===== config.mk =====
export PLATFORM = sky130hd
export DESIGN_NAME = excmask_regs
export DESIGN_NICKNAME = d
export VERILOG_FILES = /design/src/rtl/excmask_pkg.sv /design/src/rtl/excmask_cps_dec.sv /design/src/rtl/excmask_bpri_gate.sv /design/src/rtl/excmask_rdmux.sv /design/src/rtl/excmask_regs.sv
export SDC_FILE = /design/constraint.sdc
export NUM_CORES = 1
export LEC_CHECK = 0
export BUFFER_PORTS_ARGS = -buffer_cell sky130_fd_sc_hd__buf_2
export CAP_MARGIN = 25
export CELL_PAD_IN_SITES_DETAIL_PLACEMENT = 1
export CELL_PAD_IN_SITES_GLOBAL_PLACEMENT = 2
export CORE_UTILIZATION = 21
export DETAILED_ROUTE_END_ITERATION = 12
export GPL_TIMING_DRIVEN = 0
export PLACE_DENSITY = 0.86
export SYNTH_ARGS = -nofsm -noshare
export SYNTH_HDL_FRONTEND = slang
export SYNTH_SLANG_ARGS = --single-unit

===== constraint.sdc =====
create_clock -name clk -period 1.15 [get_ports clk]
set_input_delay 0 -clock clk [delete_from_list [all_inputs] [get_ports clk]]
set_output_delay 0 -clock clk [all_outputs]
set_load 0.02 [all_outputs]

===== src/rtl/excmask_pkg.sv =====
package excmask_pkg;

  typedef enum logic [2:0] {
    SEL_FLAGS    = 3'd0,
    SEL_PMASK    = 3'd1,
    SEL_FMASK    = 3'd2,
    SEL_BPRI     = 3'd3,
    SEL_BPRI_MAX = 3'd4
  } sreg_sel_e;

  localparam int unsigned MIDX_PRIM  = 0;
  localparam int unsigned MIDX_FAULT = 1;
  localparam int unsigned NUM_MASKS  = 2;

endpackage


===== src/rtl/excmask_cps_dec.sv =====
module excmask_cps_dec #(
  parameter int unsigned NMASK = 2
) (
  input  logic             apply_i,
  input  logic             set_i,
  input  logic [NMASK-1:0] sel_i,
  input  logic [NMASK-1:0] cur_i,
  output logic [NMASK-1:0] nxt_o,
  output logic [NMASK-1:0] en_o
);

  for (genvar g = 0; g < NMASK; g++) begin : g_bit
    always_comb begin
      en_o[g]  = apply_i & sel_i[g];
      nxt_o[g] = en_o[g] ? set_i : cur_i[g];
    end
  end

endmodule


===== src/rtl/excmask_bpri_gate.sv =====
module excmask_bpri_gate #(
  parameter int unsigned PRI_W = 8
) (
  input  logic [PRI_W-1:0] cur_i,
  input  logic [PRI_W-1:0] new_i,
  output logic             raise_ok_o
);

  logic new_nz;
  logic cur_zero;
  logic tighter;

  always_comb begin
    new_nz     = |new_i;
    cur_zero   = (cur_i == '0);
    tighter    = (new_i < cur_i);
    raise_ok_o = new_nz & (cur_zero | tighter);
  end

endmodule


===== src/rtl/excmask_rdmux.sv =====
module excmask_rdmux
  import excmask_pkg::*;
#(
  parameter int unsigned DATA_W = 32,
  parameter int unsigned PRI_W  = 8
) (
  input  logic [2:0]        sel_i,
  input  logic              pmask_i,
  input  logic              fmask_i,
  input  logic [PRI_W-1:0]  bpri_i,
  output logic [DATA_W-1:0] data_o
);

  sreg_sel_e sel;

  always_comb begin
    sel    = sreg_sel_e'(sel_i);
    data_o = '0;
    case (sel)
      SEL_PMASK:              data_o[0] = pmask_i;
      SEL_FMASK:              data_o[0] = fmask_i;
      SEL_BPRI, SEL_BPRI_MAX: data_o[PRI_W-1:0] = bpri_i;
      default:                data_o = '0;
    endcase
  end

endmodule


===== src/rtl/excmask_regs.sv =====
module excmask_regs
  import excmask_pkg::*;
#(
  parameter int unsigned DATA_W = 32,
  parameter int unsigned PRI_W  = 8
) (
  input  logic              clk,
  input  logic              rst_n,
  input  logic              priv_i,
  input  logic              cps_vld_i,
  input  logic              cps_dis_i,
  input  logic              cps_pm_i,
  input  logic              cps_fm_i,
  input  logic              wr_vld_i,
  input  logic [2:0]        wr_sel_i,
  input  logic [DATA_W-1:0] wr_data_i,
  input  logic [2:0]        rd_sel_i,
  output logic [DATA_W-1:0] rd_data_o,
  output logic              pmask_o,
  output logic              fmask_o,
  output logic [PRI_W-1:0]  bpri_o
);

  localparam int unsigned NMASK = NUM_MASKS;

  // reset: asserted asynchronously, released on the clock
  logic [1:0] rst_pipe_q;
  logic       rst_int_n;

  always_ff @(posedge clk or negedge rst_n) begin
    if (!rst_n) rst_pipe_q <= '0;
    else        rst_pipe_q <= {rst_pipe_q[0], 1'b1};
  end
  assign rst_int_n = rst_pipe_q[1];

  // state
  logic [NMASK-1:0] mask_q, mask_nxt, mask_en;
  logic [PRI_W-1:0] bpri_q, bpri_nxt;
  logic             bpri_en;

  // change-state decode
  logic [NMASK-1:0] cps_sel, cps_nxt, cps_en;

  always_comb begin
    cps_sel             = '0;
    cps_sel[MIDX_PRIM]  = cps_pm_i;
    cps_sel[MIDX_FAULT] = cps_fm_i;
  end

  excmask_cps_dec #(.NMASK(NMASK)) u_cps_dec (
    .apply_i (cps_vld_i & priv_i),
    .set_i   (cps_dis_i),
    .sel_i   (cps_sel),
    .cur_i   (mask_q),
    .nxt_o   (cps_nxt),
    .en_o    (cps_en)
  );

  // raise-only qualification
  logic raise_ok;

  excmask_bpri_gate #(.PRI_W(PRI_W)) u_bpri_gate (
    .cur_i      (bpri_q),
    .new_i      (wr_data_i[PRI_W-1:0]),
    .raise_ok_o (raise_ok)
  );

  // next state
  sreg_sel_e wsel;
  logic      wr_ok;

  always_comb begin
    wsel     = sreg_sel_e'(wr_sel_i);
    wr_ok    = wr_vld_i & priv_i & ~cps_vld_i;
    mask_nxt = mask_q;
    mask_en  = '0;
    bpri_nxt = bpri_q;
    bpri_en  = 1'b0;
    if (cps_vld_i) begin
      mask_nxt = cps_nxt;
      mask_en  = cps_en;
    end else if (wr_ok) begin
      case (wsel)
        SEL_PMASK: begin
          mask_nxt[MIDX_PRIM] = wr_data_i[0];
          mask_en[MIDX_PRIM]  = 1'b1;
        end
        SEL_FMASK: begin
          mask_nxt[MIDX_FAULT] = wr_data_i[0];
          mask_en[MIDX_FAULT]  = 1'b1;
        end
        SEL_BPRI: begin
          bpri_nxt = wr_data_i[PRI_W-1:0];
          bpri_en  = 1'b1;
        end
        SEL_BPRI_MAX: begin
          bpri_nxt = wr_data_i[PRI_W-1:0];
          bpri_en  = raise_ok;
        end
        default: begin
          bpri_en = 1'b0;
        end
      endcase
    end
  end

  // registers
  for (genvar g = 0; g < NMASK; g++) begin : g_mask
    always_ff @(posedge clk or negedge rst_int_n) begin
      if (!rst_int_n)     mask_q[g] <= 1'b0;
      else if (mask_en[g]) mask_q[g] <= mask_nxt[g];
    end
  end

  always_ff @(posedge clk or negedge rst_int_n) begin
    if (!rst_int_n)   bpri_q <= '0;
    else if (bpri_en) bpri_q <= bpri_nxt;
  end

  assign pmask_o = mask_q[MIDX_PRIM];
  assign fmask_o = mask_q[MIDX_FAULT];
  assign bpri_o  = bpri_q;

  excmask_rdmux #(.DATA_W(DATA_W), .PRI_W(PRI_W)) u_rdmux (
    .sel_i   (rd_sel_i),
    .pmask_i (mask_q[MIDX_PRIM]),
    .fmask_i (mask_q[MIDX_FAULT]),
    .bpri_i  (bpri_q),
    .data_o  (rd_data_o)
  );

  // assertions
  AST_UNPRIV_HOLD: assert property (@(posedge clk) disable iff (!rst_int_n)
    !priv_i |=> ($stable(pmask_o) && $stable(fmask_o) && $stable(bpri_o)));

  AST_CPS_SETS_PRIM: assert property (@(posedge clk) disable iff (!rst_int_n)
    (priv_i && cps_vld_i && cps_dis_i && cps_pm_i) |=> pmask_o);

  AST_BPRI_RAISE_ONLY: assert property (@(posedge clk) disable iff (!rst_int_n)
    (wr_vld_i && !cps_vld_i && wr_sel_i == 3'(SEL_BPRI_MAX))
    |=> ($stable(bpri_o) ||
         (bpri_o != '0 && ($past(bpri_o) == '0 || bpri_o < $past(bpri_o)))));

  AST_CPS_BEATS_WRITE: assert property (@(posedge clk) disable iff (!rst_int_n)
    (cps_vld_i && wr_vld_i && wr_sel_i == 3'(SEL_BPRI)) |=> $stable(bpri_o));

  AST_ALIAS_READ: assert property (@(posedge clk) disable iff (!rst_int_n)
    (rd_sel_i == 3'(SEL_BPRI_MAX)) |-> (rd_data_o == DATA_W'(bpri_o)));

endmodule


==> qor.yml <==
pwr:
  leakagePower_nw: 0.8728
  ir_worst_vdd_mv: 0.4315
  pwr-share-clk_pct: 17.6
  p_sw_share_pct: 40.79
  powerDensity_nw_per_um2: 1402
  switching_power_mw: 0.9392
  power.share.combinational_pct: 53.5
  totalPowerFinal_mw: 2.302
  power.internal_mw: 1.363
  sequentialPowerShare_pct: 28.9
worst_setup_path:
  worstPathArrival_ns: 2.00
  crit_path_max_fanout: 4
  cp_num_buf_inv: 2
  endpoint_kind: "flip-flop"
  crit_path_max_incr_delay_ns: 0.53
  regToRegStartpoint: "bpri_o[1]"
  setup.worst_path.end: "bpri_o[3]"
  crit_required_ns: 1.27
  path_cells: "inv_2, ha_2, or4_4, a21oi_2, o2111a_2, a211oi_4, buf_6, o2bb2ai_1"
  critPathTopFamily: "simple AND/OR/NAND/NOR gates"
  worst_path_max_delay_cell: "or4_4"
  crit_start: "bpri_o[1]"
  reg2reg_to: "bpri_o[3]"
  path_class: "flip-flop to flip-flop"
  r2r_setup_slack_ns: -0.72
  critical_path_depth: 8
  worst-r2r-cell-count: 8
  worst_setup_path_start_kind: "flip-flop"
detailed_routing:
  drtPass1Iterations: 3
  wirelength_um: 2913
  vias: 1030
  drc_errors: 0
  ant_nets: 0
  via_per_inst: 3.902
  drt_first_iter_violations: 13
  wl_per_cell_um: 11.03
floorplanning:
  start_util_pct: 22.13
  coreArea_sq_um: 4817
  ios: 88
  fp.dieW_um: 73.25
  rows: 25
  die_y_um: 73.25
  die_area_sq_um: 5366
clock_network:
  clock-sinks: 12
  path_clk_slew_ns: 0.05
  cts_tree: "done"
  clk_path_buf_depth: 2
  insertion_delay_ns: 0.24
  root_buffer: "clkbuf_8"
  numCtsBuffers: 3
  h-tree-depth: 1
cells_and_area:
  num_antenna_cells: 0
  stdcell_count: 264
  nets: 251
  drive_above_1_share_pct: 53.81
  syn2layout_area_growth_pct: 53.99
  fin_util_pct: 34.08
  design_area_sq_um: 1642
hold_path:
  hold_path_class: "input pin to flip-flop"
yosys:
  ys_ff_latch: 12
  ys_top_cells_by_area: "dfrtp_1 28%, buf_4 17%, ha_1 8.2%"
  synth_edf_count: 0
  yosysWarnings: 0
  synth_cells: 119
  avgSynthCellArea_sq_um: 8.958
  yosysTopAreaCellShare_pct: 28.17
  syn-cell-area_sq_um: 1066
  synth_cell_type_count: 33
  synthArstFlopShare_pct: 100.0
  synth_area_leader_cell: "dfrtp_1"
  seq_area_frac_synth_pct: 28.17
  synth_flop_cell: "dfrtp_1"
grt:
  grtUsageTotal_pct: 11.38
  antenna_found_initial: 0
  grt_remaining_overflow: 0
  grt_pass1_wl_um: 4478
  grt_max_degree: 11
  grt_pass1_vias: 949
sta:
  setup_viol: 8
  setup_tns_ns: -5.658
  report.final.slew_viol_count: 0
  rsz0062_at_grt: "true"
  max_freq_ghz: 0.5346
  timing.final.hold_violations: 0
  fin_crit_sh_pct: 162.7
  final.setup.worst_slack_ns: -0.7206
  whs_ns: 0.01549
  fin_skew_ns: 0.001194
  min_period_ns: 1.871
placement:
  place_ws_ns: -0.7939
  port_buffers: 39
  placed_cells: 248
  dpl_cell_area_sq_um: 1463
  gp_congestion: 0.7239
  dp_hpwl_um: 2297
outcome:
  outcome: "finished with violations"
  violations: "negative setup slack"
job:
  cap_viol_max_count: 0
per-layer routing:
layer,part of all wire (%),wire length [um],up-vias,GRT usage (%)
met3,8.1,237,6,2.606
li1,-,-,513,-
met4,2.9,85,0,7.190
met5,0,0,-,0
met1,41,1192,465,13.41
met2,48,1398,46,18.62
power by group through the flow:
stage	sequential [mW]	combinational [mW]	clock, mW
floorplan	0.813	0.572	0
global placement	0.731	0.965	0
detailed placement	0.737	0.988	0
CTS	0.678	1.15	0.415
global route	0.689	1.36	0.423
finish	0.664	1.23	0.405
worst min-delay path, cell delays in order:
cell	delay (ns)
buf_2	0.12
inv_1	0.05
o2bb2ai_1	0.05
worst min-delay path by stage:
| stage | cells past startpoint | end | slack [ns] | start |
|---|---|---|---|---|
| floorplan | 0 | rst_pipe_q[0] | -0.30 | rst_n |
| global placement | 1 | rst_pipe_q[1] | -0.21 | rst_n |
| detailed placement | 1 | rst_pipe_q[1] | -0.21 | rst_n |
| CTS | 3 | bpri_o[1] | 0.01 | wr_data_i[1] |
| global route | 3 | bpri_o[1] | 0.02 | wr_data_i[1] |
| finish | 3 | bpri_o[1] | 0.02 | wr_data_i[1] |
state kept, by name, indices dropped and copies added (netlist names):
signal	count
bpri_o	8
rst_pipe_q	2
fmask_o	1
pmask_o	1
layout make-up:
| cell class | instances | area [sq um] |
|---|---|---|
| fill | 611 | 3176 |
| multi-input combinational | 90 | 665.6 |
| sequential | 12 | 309.0 |
| timing repair buffer | 51 | 297.8 |
| buffer | 24 | 180.2 |
| tap | 67 | 83.83 |
| inverter | 16 | 60.06 |
| clock buffer | 4 | 45.04 |
cells by family after synthesis:
kind of cell               synth area share [%]
buffers and inverters                     22.54
other                                    0.7045
muxes                                     2.113
AOI/OAI and AO/OA                         19.60
adders and majority gates                 8.216
DFF                                       28.17
and+or+nand+nor                           18.66
cell usage after synthesis, drive strengths merged (2+ instances only):
cell type / instances
conb: 2
mux2: 2
and2: 7
ha: 7
nor2: 5
nor4: 4
dfrtp: 12
nand2: 8
o2bb2ai: 8
and3: 2
a22o: 2
buf: 24
inv: 16
o21ai: 4
a211oi: 2
timing repair:
action | in CTS | in global routing
pin swaps | 2 | 2
hold buffers | 1 | 0
setup buffers | 9 | 2
resized for setup | 0 | 10
endpoints found under the setup margin | 8 | 16
endpoints found under the hold margin | 2 | 0
cloned | 0 | 0
cells in the final DEF, fill, tap and decap left out, drive strengths merged:
cell type and instances:
o2111a 1, and2 7, o21ai 4, nor4b 1
and3b 1, ha 7, o211ai 1, o21a 1
clkbuf 4, nand2 8, inv 16, a31oi 1
and3 2, a22o 2, nor2 5, a21o 1
a21oi 1, nor4 4, dfrtp 12, a211o 1
and4 1, a41oi 1, a211oi 2, or4 1
conb 25, dlygate4sd3 1, buf 74, nand2b 1
nor2b 1, mux2 2, o2bb2ai 8
Note: power is estimated with default switching activity, not from simulation.
